[config.mk]
export PLATFORM = sky130hd
export DESIGN_NAME = cmp_irq_ctrl
export DESIGN_NICKNAME = d
export VERILOG_FILES = /design/src/rtl/cmpi_pkg.sv /design/src/rtl/cmpi_sync.sv /design/src/rtl/cmpi_edge_fsm.sv /design/src/rtl/cmpi_flag_fsm.sv /design/src/rtl/cmp_irq_ctrl.sv
export SDC_FILE = /design/constraint.sdc
export NUM_CORES = 1
export LEC_CHECK = 0
export ABC_CLOCK_PERIOD_IN_PS = 2500
export BUFFER_PORTS_ARGS = -buffer_cell sky130_fd_sc_hd__buf_2
export CELL_PAD_IN_SITES_DETAIL_PLACEMENT = 1
export CELL_PAD_IN_SITES_GLOBAL_PLACEMENT = 1
export CORE_MARGIN = 2
export CORE_UTILIZATION = 31
export CTS_CLUSTER_SIZE = 28
export DETAILED_ROUTE_END_ITERATION = 6
export PLACE_DENSITY_LB_ADDON = 0.1
export SLEW_MARGIN = 0
export SYNTH_ARGS = -nofsm -noshare
export SYNTH_HDL_FRONTEND = slang
export SYNTH_HIERARCHICAL = 1
export SYNTH_SLANG_ARGS = --single-unit
[constraint.sdc]
create_clock -name clk -period 2.5 [get_ports clk]
set_clock_uncertainty 0.15 [all_clocks]
set_input_delay 0.5 -clock clk [delete_from_list [all_inputs] [get_ports clk]]
set_output_delay 0.5 -clock clk [all_outputs]
set_load 0.02 [all_outputs]
[src/rtl/cmpi_pkg.sv]
package cmpi_pkg;

    localparam int unsigned REG_W   = 8;
    localparam int unsigned BIT_OFF = 7;
    localparam int unsigned BIT_REF = 6;
    localparam int unsigned BIT_LVL = 5;
    localparam int unsigned BIT_FLG = 4;
    localparam int unsigned BIT_IE  = 3;
    localparam int unsigned BIT_NC  = 2;

    typedef enum logic [1:0] {
        MODE_ANY  = 2'b00,
        MODE_NONE = 2'b01,
        MODE_FALL = 2'b10,
        MODE_RISE = 2'b11
    } trig_mode_e;

    typedef enum logic {
        EDG_LOW  = 1'b0,
        EDG_HIGH = 1'b1
    } edge_state_e;

    typedef enum logic {
        FLG_IDLE = 1'b0,
        FLG_PEND = 1'b1
    } flag_state_e;

endpackage

[src/rtl/cmpi_sync.sv]
module cmpi_sync #(
    parameter int unsigned STAGES = 2
) (
    input  logic clk,
    input  logic rst_n,
    input  logic clr,
    input  logic d,
    output logic q
);

    logic [STAGES-1:0] chain;

    always_ff @(posedge clk or negedge rst_n) begin
        if (!rst_n) begin
            chain <= '0;
        end else if (clr) begin
            chain <= '0;
        end else begin
            chain[0] <= d;
            for (int i = 1; i < int'(STAGES); i++) begin
                chain[i] <= chain[i-1];
            end
        end
    end

    assign q = chain[STAGES-1];

    AST_SYNC_CLEARED: assert property (@(posedge clk) disable iff (!rst_n)
        clr |=> !q);

endmodule

[src/rtl/cmpi_edge_fsm.sv]
module cmpi_edge_fsm
    import cmpi_pkg::*;
(
    input  logic       clk,
    input  logic       rst_n,
    input  logic       level,
    input  trig_mode_e mode,
    output logic       trig
);

    edge_state_e state_q, state_d;
    logic        rise, fall;

    always_comb begin
        state_d = state_q;
        unique case (state_q)
            EDG_LOW:  if (level)  state_d = EDG_HIGH;
            EDG_HIGH: if (!level) state_d = EDG_LOW;
        endcase
    end

    always_ff @(posedge clk or negedge rst_n) begin
        if (!rst_n) state_q <= EDG_LOW;
        else        state_q <= state_d;
    end

    always_comb begin
        rise = (state_q == EDG_LOW)  && (state_d == EDG_HIGH);
        fall = (state_q == EDG_HIGH) && (state_d == EDG_LOW);
        unique case (mode)
            MODE_ANY:  trig = rise | fall;
            MODE_NONE: trig = 1'b0;
            MODE_FALL: trig = fall;
            MODE_RISE: trig = rise;
        endcase
    end

    AST_RISE_NEEDS_HIGH: assert property (@(posedge clk) disable iff (!rst_n)
        (trig && mode == MODE_RISE) |-> level);
    AST_FALL_NEEDS_LOW: assert property (@(posedge clk) disable iff (!rst_n)
        (trig && mode == MODE_FALL) |-> !level);

endmodule

[src/rtl/cmpi_flag_fsm.sv]
module cmpi_flag_fsm
    import cmpi_pkg::*;
(
    input  logic clk,
    input  logic rst_n,
    input  logic set_ev,
    input  logic clr_req,
    output logic flag
);

    flag_state_e state_q, state_d;

    always_comb begin
        state_d = state_q;
        unique case (state_q)
            FLG_IDLE: if (set_ev)             state_d = FLG_PEND;
            FLG_PEND: if (clr_req && !set_ev) state_d = FLG_IDLE;
        endcase
    end

    always_ff @(posedge clk or negedge rst_n) begin
        if (!rst_n) state_q <= FLG_IDLE;
        else        state_q <= state_d;
    end

    always_comb begin
        flag = (state_q == FLG_PEND);
    end

    AST_SET_WINS: assert property (@(posedge clk) disable iff (!rst_n)
        set_ev |=> flag);
    AST_CLEAR_EMPTIES: assert property (@(posedge clk) disable iff (!rst_n)
        (clr_req && !set_ev) |=> !flag);
    AST_FLAG_HOLDS: assert property (@(posedge clk) disable iff (!rst_n)
        (!clr_req && !set_ev) |=> $stable(flag));

endmodule

[src/rtl/cmp_irq_ctrl.sv]
module cmp_irq_ctrl
    import cmpi_pkg::*;
#(
    parameter int unsigned ADDR_W      = 6,
    parameter int unsigned REG_ADDR    = 8,
    parameter int unsigned SYNC_STAGES = 2
) (
    input  logic              clk,
    input  logic              rst_n,
    input  logic              cmp_raw,
    input  logic [ADDR_W-1:0] bus_addr,
    input  logic              bus_we,
    input  logic [7:0]        bus_wdata,
    output logic [7:0]        bus_rdata,
    input  logic              glob_ie,
    input  logic              irq_ack,
    output logic              irq_req,
    output logic              ref_sel_o,
    output logic              pwr_down_o
);

    localparam logic [ADDR_W-1:0] MY_ADDR = ADDR_W'(REG_ADDR);

    logic       off_q, ref_q, ie_q;
    trig_mode_e mode_q;
    logic       hit, wr_hit, clr_req;
    logic       level, trig, flag;
    logic       wdata_unused;

    assign hit          = (bus_addr == MY_ADDR);
    assign wr_hit       = bus_we && hit;
    assign wdata_unused = ^{bus_wdata[BIT_LVL], bus_wdata[BIT_NC]};

    always_ff @(posedge clk or negedge rst_n) begin
        if (!rst_n) begin
            off_q  <= 1'b0;
            ref_q  <= 1'b0;
            ie_q   <= 1'b0;
            mode_q <= MODE_ANY;
        end else if (wr_hit) begin
            off_q  <= bus_wdata[BIT_OFF];
            ref_q  <= bus_wdata[BIT_REF];
            ie_q   <= bus_wdata[BIT_IE];
            mode_q <= trig_mode_e'(bus_wdata[1:0]);
        end
    end

    cmpi_sync #(.STAGES(SYNC_STAGES)) u_sync (
        .clk   (clk),
        .rst_n (rst_n),
        .clr   (off_q),
        .d     (cmp_raw),
        .q     (level)
    );

    cmpi_edge_fsm u_edge (
        .clk   (clk),
        .rst_n (rst_n),
        .level (level),
        .mode  (mode_q),
        .trig  (trig)
    );

    assign clr_req = irq_ack | (wr_hit & bus_wdata[BIT_FLG]);

    cmpi_flag_fsm u_flag (
        .clk     (clk),
        .rst_n   (rst_n),
        .set_ev  (trig),
        .clr_req (clr_req),
        .flag    (flag)
    );

    always_comb begin
        bus_rdata = '0;
        if (hit) begin
            bus_rdata[BIT_OFF] = off_q;
            bus_rdata[BIT_REF] = ref_q;
            bus_rdata[BIT_LVL] = level;
            bus_rdata[BIT_FLG] = flag;
            bus_rdata[BIT_IE]  = ie_q;
            bus_rdata[BIT_NC]  = 1'b0;
            bus_rdata[1:0]     = mode_q;
        end
    end

    assign irq_req    = flag & ie_q & glob_ie;
    assign ref_sel_o  = ref_q;
    assign pwr_down_o = off_q;

    AST_REF_FOLLOWS_WRITE: assert property (@(posedge clk) disable iff (!rst_n)
        wr_hit |=> (ref_sel_o == $past(bus_wdata[BIT_REF])));
    AST_RESERVED_QUIET: assert property (@(posedge clk) disable iff (!rst_n)
        (mode_q == MODE_NONE && !flag) |=> !flag);
    AST_IRQ_NEEDS_GIE: assert property (@(posedge clk) disable iff (!rst_n)
        irq_req |-> glob_ie);
    AST_OFF_LEVEL_LOW: assert property (@(posedge clk) disable iff (!rst_n)
        (pwr_down_o && $past(pwr_down_o)) |-> !level);

endmodule

Word-level counts from Yosys, hierarchy flattened:

Index checks and enable logic that the tools add are counted.

* bits in registers: 9
* input bits: 20

* equal/unequal tests: 4
* muxes and demuxes: 7
* bitwise logic cells: 8
* reduce and logical (&&, ||, !) cells: 6

Operator list (count)
* 8-bit 2-to-1 mux: 1
* 6-bit by 4-bit equality test with 1-bit output, second input constant: 1
* 2-bit equality test, second input constant: 2
* 1-bit logical AND: 4
* 1-bit case mux with 4 select lines: 1
* 1-bit AND: 3
* 1-bit 2-to-1 mux: 3
* 1-bit NOT: 3
* 2-bit by 1-bit equality test with 1-bit output, second input constant: 1
* 2-bit logical NOT: 1
* 2-bit 2-to-1 mux: 1
* 1-bit bitwise OR: 2
* 1-bit case mux with 2 select lines: 1
* 1-bit logical NOT: 1

Depth between registers and ports, before layout:

Gate-level depths: netlist (run 1).

* depth after elaboration: 9
* gate-level depth with buffers: 5
* gate-level depth less buffers: 5

Modules after synthesis:

The synthesis (run 1) kept the hierarchy.

By module, submodules not included
* cmp_irq_ctrl: times used 1, cells each 24, area each 307.8 µm², seq. area each 125.1 µm²
* cmpi_edge_fsm: times used 1, cells each 9, area each 87.6 µm², seq. area each 25.0 µm²
* cmpi_sync: times used 1, cells each 4, area each 62.6 µm², seq. area each 50.0 µm²
* cmpi_flag_fsm: times used 1, cells each 3, area each 36.3 µm², seq. area each 25.0 µm²

Worst setup path before layout (run 1):

No wires, ideal clock.

* path type: in2out
* from: in bus_addr[1]
* to: out bus_rdata[0]
* arrival time: 1.228 ns
* data required time: 1.850 ns
* setup slack: 0.622 ns
* stages: 2
* path through: nor4_4 -> and3_2

* cells in the longest elaborated chain, start to end: 2

RTL lines
* from (decl): line cmp_irq_ctrl.sv:11 `input logic [ADDR_W-1:0] bus_addr,`
* 6-bit by 4-bit equality test with 1-bit output: line cmp_irq_ctrl.sv:30 `assign hit = (bus_addr == MY_ADDR);`
* 8-bit 2-to-1 mux: line cmp_irq_ctrl.sv:76 `if (hit) begin`
* to (decl): line cmp_irq_ctrl.sv:14 `output logic [7:0] bus_rdata,`

Every way passes these cells.

Worst setup path in the final report (run 1):

* from: in bus_addr[1]
* to: out bus_rdata[7]

Same word-level chain as after synthesis.

==> results of run 1 <==
power by group through the flow:
stage	clock network, mW	logic (mW)	registers [mW]
floorplan	0	0.0428	0.189
global placement	0	0.0768	0.188
global route	0.121	0.0884	0.190
detailed placement	0	0.0804	0.189
CTS	0.111	0.0820	0.186
finish	0.109	0.0796	0.186
cells by family after synthesis:
family          Yosys count  synth area share, %
mux                       5                 11.4
buf+inv                   4                 3.80
compound gates            3                 6.33
other cells               1                0.759
flops                     9                 45.6
simple gates             16                 27.1
fa+ha+maj                 2                 5.06
synth_stat cells:
| cell | instances | area, um2 |
|---|---|---|
| conb_1 | 1 | 3.75 |
| nor4_4 | 1 | 21.3 |
| and3_1 | 1 | 6.26 |
| ha_1 | 2 | 25.0 |
| a41o_2 | 1 | 11.3 |
| o31ai_2 | 1 | 12.5 |
| nand3_1 | 1 | 5.00 |
| inv_1 | 3 | 11.3 |
| a21o_1 | 1 | 7.51 |
| dfrtp_1 | 9 | 225 |
| and3_2 | 7 | 52.6 |
| mux2_2 | 5 | 56.3 |
| nand3_4 | 1 | 17.5 |
| nor2b_1 | 5 | 31.3 |
| buf_4 | 1 | 7.51 |
worst max path at each step:
stage | slack (ns) | depth (start not counted) | from | endpoint
CTS | 0.45 | 5 | bus_addr[1] | bus_rdata[7]
global route | 0.42 | 5 | bus_addr[1] | bus_rdata[4]
detailed placement | 0.46 | 5 | bus_addr[1] | bus_rdata[6]
finish | 0.46 | 5 | bus_addr[1] | bus_rdata[7]
floorplan | 0.62 | 2 | bus_addr[1] | bus_rdata[0]
global placement | 0.46 | 5 | bus_addr[1] | bus_rdata[7]
sequential cells by signal (all words and copies together) (netlist names):
signal          flops
ie_q                1
mode_q              2
pwr_down_o          1
ref_sel_o           1
u_edge/state_q      1
u_flag/flag         1
u_sync/chain        2
layout by cell type, fill, tap and decap left out, drive strengths merged:
master,n
buf,29
dfrtp,9
and3,8
nor2b,5
mux2,5
clkbuf,4
inv,3
ha,2
nand3,2
nor4,1
a41o,1
conb,1
dlygate4sd3,1
o31ai,1
a21o,1
worst max-delay path, stage by stage:
cell    delay, ns
buf_2        0.11
nor4_4       0.25
buf_4        0.20
and3_2       0.18
buf_2        0.15
layer usage:
layer	up-vias	GRT usage, %
met3	2	2.08
li1	204	-
met4	0	5.45
met1	192	14.1
met2	16	20.9
met5	-	0
per-stage QoR:
stage                     cells  setup slack, ns  util (%)  total power, mW  hold WS [ns]
after global routing         89            0.421      46.0            0.400         0.329
after detailed placement     84            0.457      43.6            0.270         0.208
after CTS                    89            0.451      46.0            0.379         0.300
after floorplan              40            0.622         -            0.232        0.0544
after global placement       84            0.461      43.6            0.265         0.208
final                        89            0.462      46.0            0.375         0.291
cell type report:
| type | count | share of cell area, % |
|---|---|---|
| clock buffers | 4 | 3.79 |
| repair buffers | 30 | 23.1 |
| flip-flops and latches | 9 | 32.5 |
| inverters | 3 | 1.62 |
| multi-input cells | 27 | 36.1 |
| well taps | 16 | 2.89 |
==> qor.yml, run 1 <==
synthesis:
  synth-seq-area-share_pct: 45.6
  syn_area_per_cell_um2: 12.4
  synth_nets: 62
  synth_seq_cells: 9
  yosysWarningCount: 6
  syn_area_um2: 494
  synthCells: 40
  synth_cell_types: 15
power_and_ir_drop:
  internal-power_uw: 272
  seqPwrFrac_pct: 49.6
  comb_power_share_pct: 21.2
  p_leak_nw: 0.401
  p_sw_uw: 103
  pwr-share-clk_pct: 29.2
  ir_drop_v: 0.000298
  power_density_nw_per_um2: 541
  netSwitchingFraction_pct: 27.5
drt:
  firstDrtPassIters: 1
  drcViolationCount: 0
  wl_um: 1060
  wl_met2_um: 547
  met1Wirelength_um: 422
  drt_iter0_markers: 0
  ant_nets: 0
  wire_per_inst_um: 11.9
  top_layer_used: "met4"
  wl_met3_um: 76
  viasPerCell: 4.65
  num_vias: 414
sta:
  fin_setup_tns_ns: 0
  setup_viol: 0
  drv_slew: 0
  fmax_mhz: 491
  fin_crit_sh_pct: 81.5
  hold_viol: 0
  grt_setup_unrepaired: "false"
  layout_min_cycle_time_ns: 2.04
clock_network:
  htreeDepth: 1
  cts_tree: "done"
  cts_buffers: 3
  clk_pin_slew_ns: 0.06
  post_cts_buffers: 0
  insertion_delay_ns: 0.25
  clockBufferDepth: 2
  cts_resized: 0
  clock_sinks: 9
  holdBufCountCts: 1
  cts-root-buf: "clkbuf_4"
setup_path:
  r2r-end: "u_flag/flag$_DFF_PN0_"
  endpoint_kind: "output port"
  arrival_ns: 1.39
  startpoint_type: "primary input"
  critPathKind: "primary input to output port"
  path_max_fanout: 9
  reg2reg_from: "u_sync/chain[1]$_DFF_PN0_"
  required_ns: 1.85
  r2r_cells: 5
  r2r_setup_slack_ns: 1.14
floorplanning:
  die_w_um: 43.9
  rows: 14
  floorplan.initialDensity_pct: 32.8
  ioPinCount: 31
  die_height_um: 43.9
  die_area_um2: 1930
  coreArea_um2: 1510
cells_and_area:
  multi_input_area_um2: 250
  fin_area_um2: 693
  synthToLayoutAreaGrowth_pct: 40.3
  fin_nets: 96
  nFillCells: 193
  drive_above_1_share_pct: 65.8
  num_antenna_cells: 0
  final-seq-area_um2: 225
placement:
  dpl_cell_area_um2: 657
  dp_hpwl_um: 858
  io_buffers: 27
  gp_congestion: 0.642
status:
  status: "finished clean"
global_routing:
  antenna_found_initial: 0
  grt_pass1_vias: 421
  grt-ovfl-total: 0
  grt_max_degree: 10
  grt_pass1_wl_um: 1700
  grt_usage_pct: 11.9
hold_path:
  holdCritPathClass: "register to register"
  holdPathEnd: "u_edge/state_q$_DFF_PN0_"
  hold_start: "u_sync/chain[1]$_DFF_PN0_"
  min_path_cells: 0
run:
  max_cap_viol_count: 0
Power figures use the tool's default switching activity.
==> run 2, diff against run 1 <==
ABC_CLOCK_PERIOD_IN_PS = 1800   (was 2500)
CORE_UTILIZATION = 26   (was 31)
clock period = 1.8 ns   (was 2.5 ns; I/O delays follow)
==> run 2 against run 1 <==
Final cell count increased by 11%. Clock power increased by 40%. Combinational power rose by 36%. Core utilization is 5.7 points lower. First-iteration DRC count unchanged. Count of clock-buffer cells in the layout unchanged. Hold slack lost 0.12 ns. Critical path depth unchanged. Highest routed layer is now met3. Global-route usage down 1.4 points. Sequential power is 39% higher. Critical endpoint is now bus_rdata[0].
==> qor.yml, run 2 (synthesized netlist as in run 1, its figures left out) <==
status:
  status: "finished clean"
placement:
  dp.cells: 94  # +12%
  gp_congestion: 0.594  # -7.6%
  dp_hpwl_um: 851  # -0.82%
  io_buffers: 27  # unchanged
clock_network:
  htreeDepth: 1  # unchanged
  cts_resized: 0  # unchanged
  holdBufCountCts: 1  # unchanged
  cts-root-buf: "clkbuf_4"
  post_cts_buffers: 0  # unchanged
  cts_buffers: 3  # unchanged
  cts_tree: "done"
  clockBufferDepth: 2  # unchanged
  clock_sinks: 9  # unchanged
  insertion_delay_ns: 0.25  # about the same
  clk_pin_slew_ns: 0.06  # about the same
sta:
  fmax_mhz: 579
  setup_viol: 0  # unchanged
  fin_setup_tns_ns: 0  # unchanged
  holdWs_ns: 0.171  # -0.120 ns
  grt_setup_unrepaired: "false"
  fin_crit_sh_pct: 95.9
  drv_slew: 0  # unchanged
  hold_viol: 0  # unchanged
  layout_min_cycle_time_ns: 1.73
cells_and_area:
  drive_above_1_share_pct: 66.2  # +0.46 points
  fin_nets: 97  # +1.0%
  num_antenna_cells: 0  # unchanged
  mostFrequentLayoutCells: "27 x buf_2, 9 x dfrtp_1, 7 x and3_2"
  nFillCells: 229  # +19%
  synthToLayoutAreaGrowth_pct: 44.1
  final_common_cell: "buf_2"
  stdcell_count: 99  # +11%
  largestRegisters: "mode_q (2), u_sync/chain (2)"
floorplanning:
  floorplan.initialDensity_pct: 28.0  # -4.8 points
  die_w_um: 47.6  # +8.4%
  ioPinCount: 31  # unchanged
  die_height_um: 47.6  # +8.4%
  coreArea_um2: 1760  # +17%
  rows: 15  # +1
  die_area_um2: 2270  # +17%
setup_path:
  endpoint_kind: "output port"
  path_common_cell: "buf_2"
  crit_buf_inv: 3  # unchanged
  required_ns: 1.29  # -0.56 ns
  path_max_fanout: 8  # -1
  crit_slowest_cell: "nor4_4"
  startpoint_type: "primary input"
  arrival_ns: 1.22  # -0.17 ns
  path_delay_family: "buffers and inverters"
  r2r_setup_slack_ns: 0.45  # -0.69 ns
  slowest_delay_ns: 0.24  # about the same
  path_cells: "buf_2 -> nor4_4 -> buf_4 -> and3_2 -> buf_2"
  critPathKind: "primary input to output port"
drt:
  viasPerCell: 4.16  # -11%
  num_vias: 412  # -0.48%
  drt_iter0_markers: 0  # unchanged
  drcViolationCount: 0  # unchanged
  wire_per_inst_um: 10.6  # -11%
  wl_um: 1050  # -0.76%
  ant_nets: 0  # unchanged
  firstDrtPassIters: 1  # unchanged
run:
  max_cap_viol_count: 0  # unchanged
power_and_ir_drop:
  seqPwrFrac_pct: 49.7  # about the same
  p_leak_nw: 0.407  # +1.3%
  p_sw_uw: 141  # +37%
  ir_drop_v: 0.000345  # +16%
  comb_power_share_pct: 20.8  # -0.4 points
  power_density_nw_per_um2: 729  # +35%
  netSwitchingFraction_pct: 27.2  # -0.27 points
  internal-power_uw: 378  # +39%
  pwr-share-clk_pct: 29.5  # +0.3 points
global_routing:
  grt_max_degree: 10  # unchanged
  grt-ovfl-total: 0  # unchanged
  grt_pass1_vias: 376  # -11%
  grt_usage_pct: 10.6  # -1.4 points
  antenna_found_initial: 0  # unchanged
  grt_pass1_wl_um: 1610  # -4.9%
hold_path:
  holdCritPathClass: "primary input to register"
## run 2: changes by cell type in the layout (fill, tap and decap cells not counted), sizes merged
cell and change:
buf +1
## run 2: power groups by stage
| stage | combinational (mW) | sequential [mW] | clock (mW) |
|---|---|---|---|
| 2_1_floorplan | 0.0594 | 0.262 | 0 |
| 3_3_place_gp | 0.106 | 0.262 | 0 |
| 3_5_place_dp | 0.108 | 0.263 | 0 |
| 4_1_cts | 0.110 | 0.259 | 0.165 |
| 5_1_grt | 0.122 | 0.265 | 0.177 |
| 6_report | 0.108 | 0.258 | 0.153 |
## run 2: layout make-up
cell class / instances / area, um2 / share of cell area, %
multi-input cells: 27 / 250 / 35.1
flip-flops and latches: 9 / 225 / 31.6
repair buffers: 31 / 168 / 23.6
well taps: 25 / 31.3 / 4.39
clock buffers: 4 / 26.3 / 3.69
inverters: 3 / 11.3 / 1.58
## run 2: final timing paths
check | start | to | depth (start not counted)
max | bus_addr[1] | bus_rdata[0] | 5
min | cmp_raw | u_sync/chain[0]$_DFF_PN0_ | 2
max reg2reg | u_sync/chain[1]$_DFF_PN0_ | u_flag/flag$_DFF_PN0_ | 5
min reg2reg | u_sync/chain[1]$_DFF_PN0_ | u_edge/state_q$_DFF_PN0_ | 0
max in group asynchronous | rst_n | u_edge/state_q$_DFF_PN0_ | 2
min in group asynchronous | rst_n | pwr_down_o$_DFFE_PN0P_ | 2
## run 2: per-layer routing
metal,up-vias,share of wire (%),track usage (%)
met5,-,0,0
met4,0,0,6.49
met3,0,9.8,2.26
met2,22,46,15.1
met1,182,44,14.5
li1,208,-,-
## run 2: per-stage QoR
| stage | cell area (um2) | setup slack [ns] | utilization [%] | total power [mW] |
|---|---|---|---|---|
| 2_1_floorplan | 494 | 0.202 | - | 0.322 |
| 3_3_place_gp | 676 | 0.0679 | 38.3 | 0.369 |
| 3_5_place_dp | 676 | 0.0648 | 38.3 | 0.371 |
| 4_1_cts | 712 | 0.0613 | 40.4 | 0.534 |
| 5_1_grt | 712 | 0.00772 | 40.4 | 0.564 |
| 6_report | 712 | 0.0739 | 40.4 | 0.519 |
==> run 3, diff against run 2 <==
CORE_MARGIN = 1   (was 2)
==> run 3 against run 2 <==
Via count rose by 3.6%. First-iteration DRC count rose by 3. Hold slack got worse by 0.0022 ns. Non-clock buffer count did not move. Sequential share of layout area fell by 0.055 points. Combinational power barely moved. Count of clock-buffer cells in the layout fell by 1. Die area fell by 8.2%. Critical endpoint is now bus_rdata[7].
==> qor.yml, run 3 (synthesized netlist as in run 1, its figures left out) <==
sta:
  fin_crit_sh_pct: 96.2  # +0.32 points
  drv_slew: 0  # unchanged
  hold_viol: 0  # unchanged
  holdWs_ns: 0.169  # -0.00217 ns
  grt_setup_unrepaired: "false"
  setup_viol: 0  # unchanged
  fmax_mhz: 577  # -0.33%
  layout_min_cycle_time_ns: 1.73  # +0.00568 ns
drt:
  wire_per_inst_um: 11.0  # +4.2%
  viasPerCell: 4.31  # +3.6%
  drt_iter0_markers: 3  # +3
  ant_nets: 0  # unchanged
  firstDrtPassIters: 2  # +1
  num_vias: 427  # +3.6%
  wl_um: 1090  # +4.2%
  drcViolationCount: 0  # unchanged
power_and_ir_drop:
  ir_drop_v: 0.000340  # -1.5%
  power_density_nw_per_um2: 734  # +0.78%
  total_power_uw: 524  # +0.96%
  p_leak_nw: 0.410  # +0.67%
setup_path:
  slowest_delay_ns: 0.25  # about the same
  endpoint_kind: "output port"
  arrival_ns: 1.22  # about the same
  critPathKind: "primary input to output port"
  r2r_cells: 5  # unchanged
  path_cells: "buf_2 -> nor4_4 -> buf_4 -> and3_2 -> buf_2"
  startpoint_type: "primary input"
  crit_slowest_cell: "nor4_4"
  path_max_fanout: 8  # unchanged
  path_common_cell: "buf_2"
  required_ns: 1.29  # about the same
placement:
  dp_hpwl_um: 855  # +0.49%
  io_buffers: 27  # unchanged
  gp_congestion: 0.622  # +4.8%
hold_path:
  min_path_cells: 2  # unchanged
  holdCritPathClass: "primary input to register"
global_routing:
  grt_max_degree: 10  # unchanged
  grt_pass1_wl_um: 1700  # +5.6%
  grt_usage_pct: 11.8  # +1.3 points
  grt-ovfl-total: 0  # unchanged
  antenna_found_initial: 0  # unchanged
  grt_pass1_vias: 404  # +7.4%
floorplanning:
  die_area_um2: 2080  # -8.2%
  rows: 15  # unchanged
  floorplan.initialDensity_pct: 28.3  # +0.30 points
  ioPinCount: 31  # unchanged
  coreArea_um2: 1750  # -1.1%
  die_height_um: 45.6  # -4.2%
  die_w_um: 45.6  # -4.2%
cells_and_area:
  multi_input_area_um2: 250  # unchanged
  final-seq-area_um2: 225  # unchanged
  fin_nets: 97  # unchanged
  nFillCells: 220  # -3.9%
  num_antenna_cells: 0  # unchanged
  mostFrequentLayoutCells: "27 x buf_2, 9 x dfrtp_1, 7 x and3_2"
  largestRegisters: "mode_q (2), u_sync/chain (2)"
  drive_above_1_share_pct: 67.6  # +1.4 points
  synthToLayoutAreaGrowth_pct: 44.3
  final_common_cell: "buf_2"
clock_network:
  clk_pin_slew_ns: 0.06  # about the same
  cts_tree: "done"
  clockBufferDepth: 2  # unchanged
  insertion_delay_ns: 0.26  # about the same
  cts-root-buf: "clkbuf_4"
  cts_buffers: 3  # unchanged
  cts_resized: 0  # unchanged
  htreeDepth: 1  # unchanged
  clock_sinks: 9  # unchanged
run:
  max_cap_viol_count: 0  # unchanged
status:
  status: "finished clean"
==> run 3: cell types whose count changed in the layout (fill, tap and decap cells not counted) <==
| cell | change |
|---|---|
| clkbuf_1 | -1 |
| clkinv_2 | +1 |
==> run 3: through the flow <==
stage | TNS (ns) | instances | util [%] | cell area, um2 | setup WS [ns]
6_report | 0 | 99 | 40.9 | 713 | 0.0682
5_1_grt | 0 | 99 | 40.9 | 713 | 0.0177
4_1_cts | 0 | 99 | 40.9 | 713 | 0.0581
3_5_place_dp | -0.366 | 93 | 38.3 | 668 | -0.0504
3_3_place_gp | -0.260 | 93 | 38.3 | 668 | -0.0381
2_1_floorplan | 0 | 40 | - | 494 | 0.202
==> run 3: final cells by class <==
cell class / instances / share of cell area (%)
sequential: 9 / 31.6
timing repair buffer: 31 / 23.5
multi-input combinational: 27 / 35.1
tap: 25 / 4.39
clock inverter: 1 / 0.702
inverter: 3 / 1.58
clock buffer: 3 / 3.16
==> run 3: worst max-delay path, delay by kind of cell <==
family        cells  cell delay [ns]
buf+inv           3             0.45
simple gates      2             0.42
==> run 3: path summary, 6_finish.rpt <==
| path | startpoint | endpoint | slack, ns |
|---|---|---|---|
| worst max-delay path | bus_addr[4] | bus_rdata[7] | 0.07 |
| worst min-delay path | cmp_raw | u_sync/chain[0]$_DFF_PN0_ | 0.17 |
| worst max register to register | u_sync/chain[1]$_DFF_PN0_ | u_flag/flag$_DFF_PN0_ | 0.43 |
| worst min register to register | u_sync/chain[1]$_DFF_PN0_ | u_edge/state_q$_DFF_PN0_ | 0.29 |
| max in group asynchronous | rst_n | mode_q[0]$_DFFE_PN0P_ | 0.99 |
| min in group asynchronous | rst_n | ref_sel_o$_DFFE_PN0P_ | 0.33 |
==> run 3: where the power goes <==
group,switching (mW),internal (mW),total [mW],leakage (nW)
combinational,0.0516,0.0586,0.110,0.278
clock,0.0745,0.0821,0.157,0.0177
sequential,0.0235,0.234,0.257,0.114
total,0.150,0.374,0.524,0.410
==> run 3: what timing repair did <==
item,4_1_cts,5_1_grt
hold buffers,1,0
endpoints found under the setup margin,7,0
setup buffers,1,0
hold endpoints to repair,9,0
==> run 3: per-layer routing <==
| metal | share of wire, % | vias up | track usage [%] |
|---|---|---|---|
| met4 | 0.37 | 0 | 9.09 |
| met3 | 4.4 | 2 | 1.19 |
| met2 | 53 | 13 | 20.3 |
| li1 | - | 208 | - |
| met1 | 42 | 204 | 13.3 |
| met5 | 0 | - | 0 |
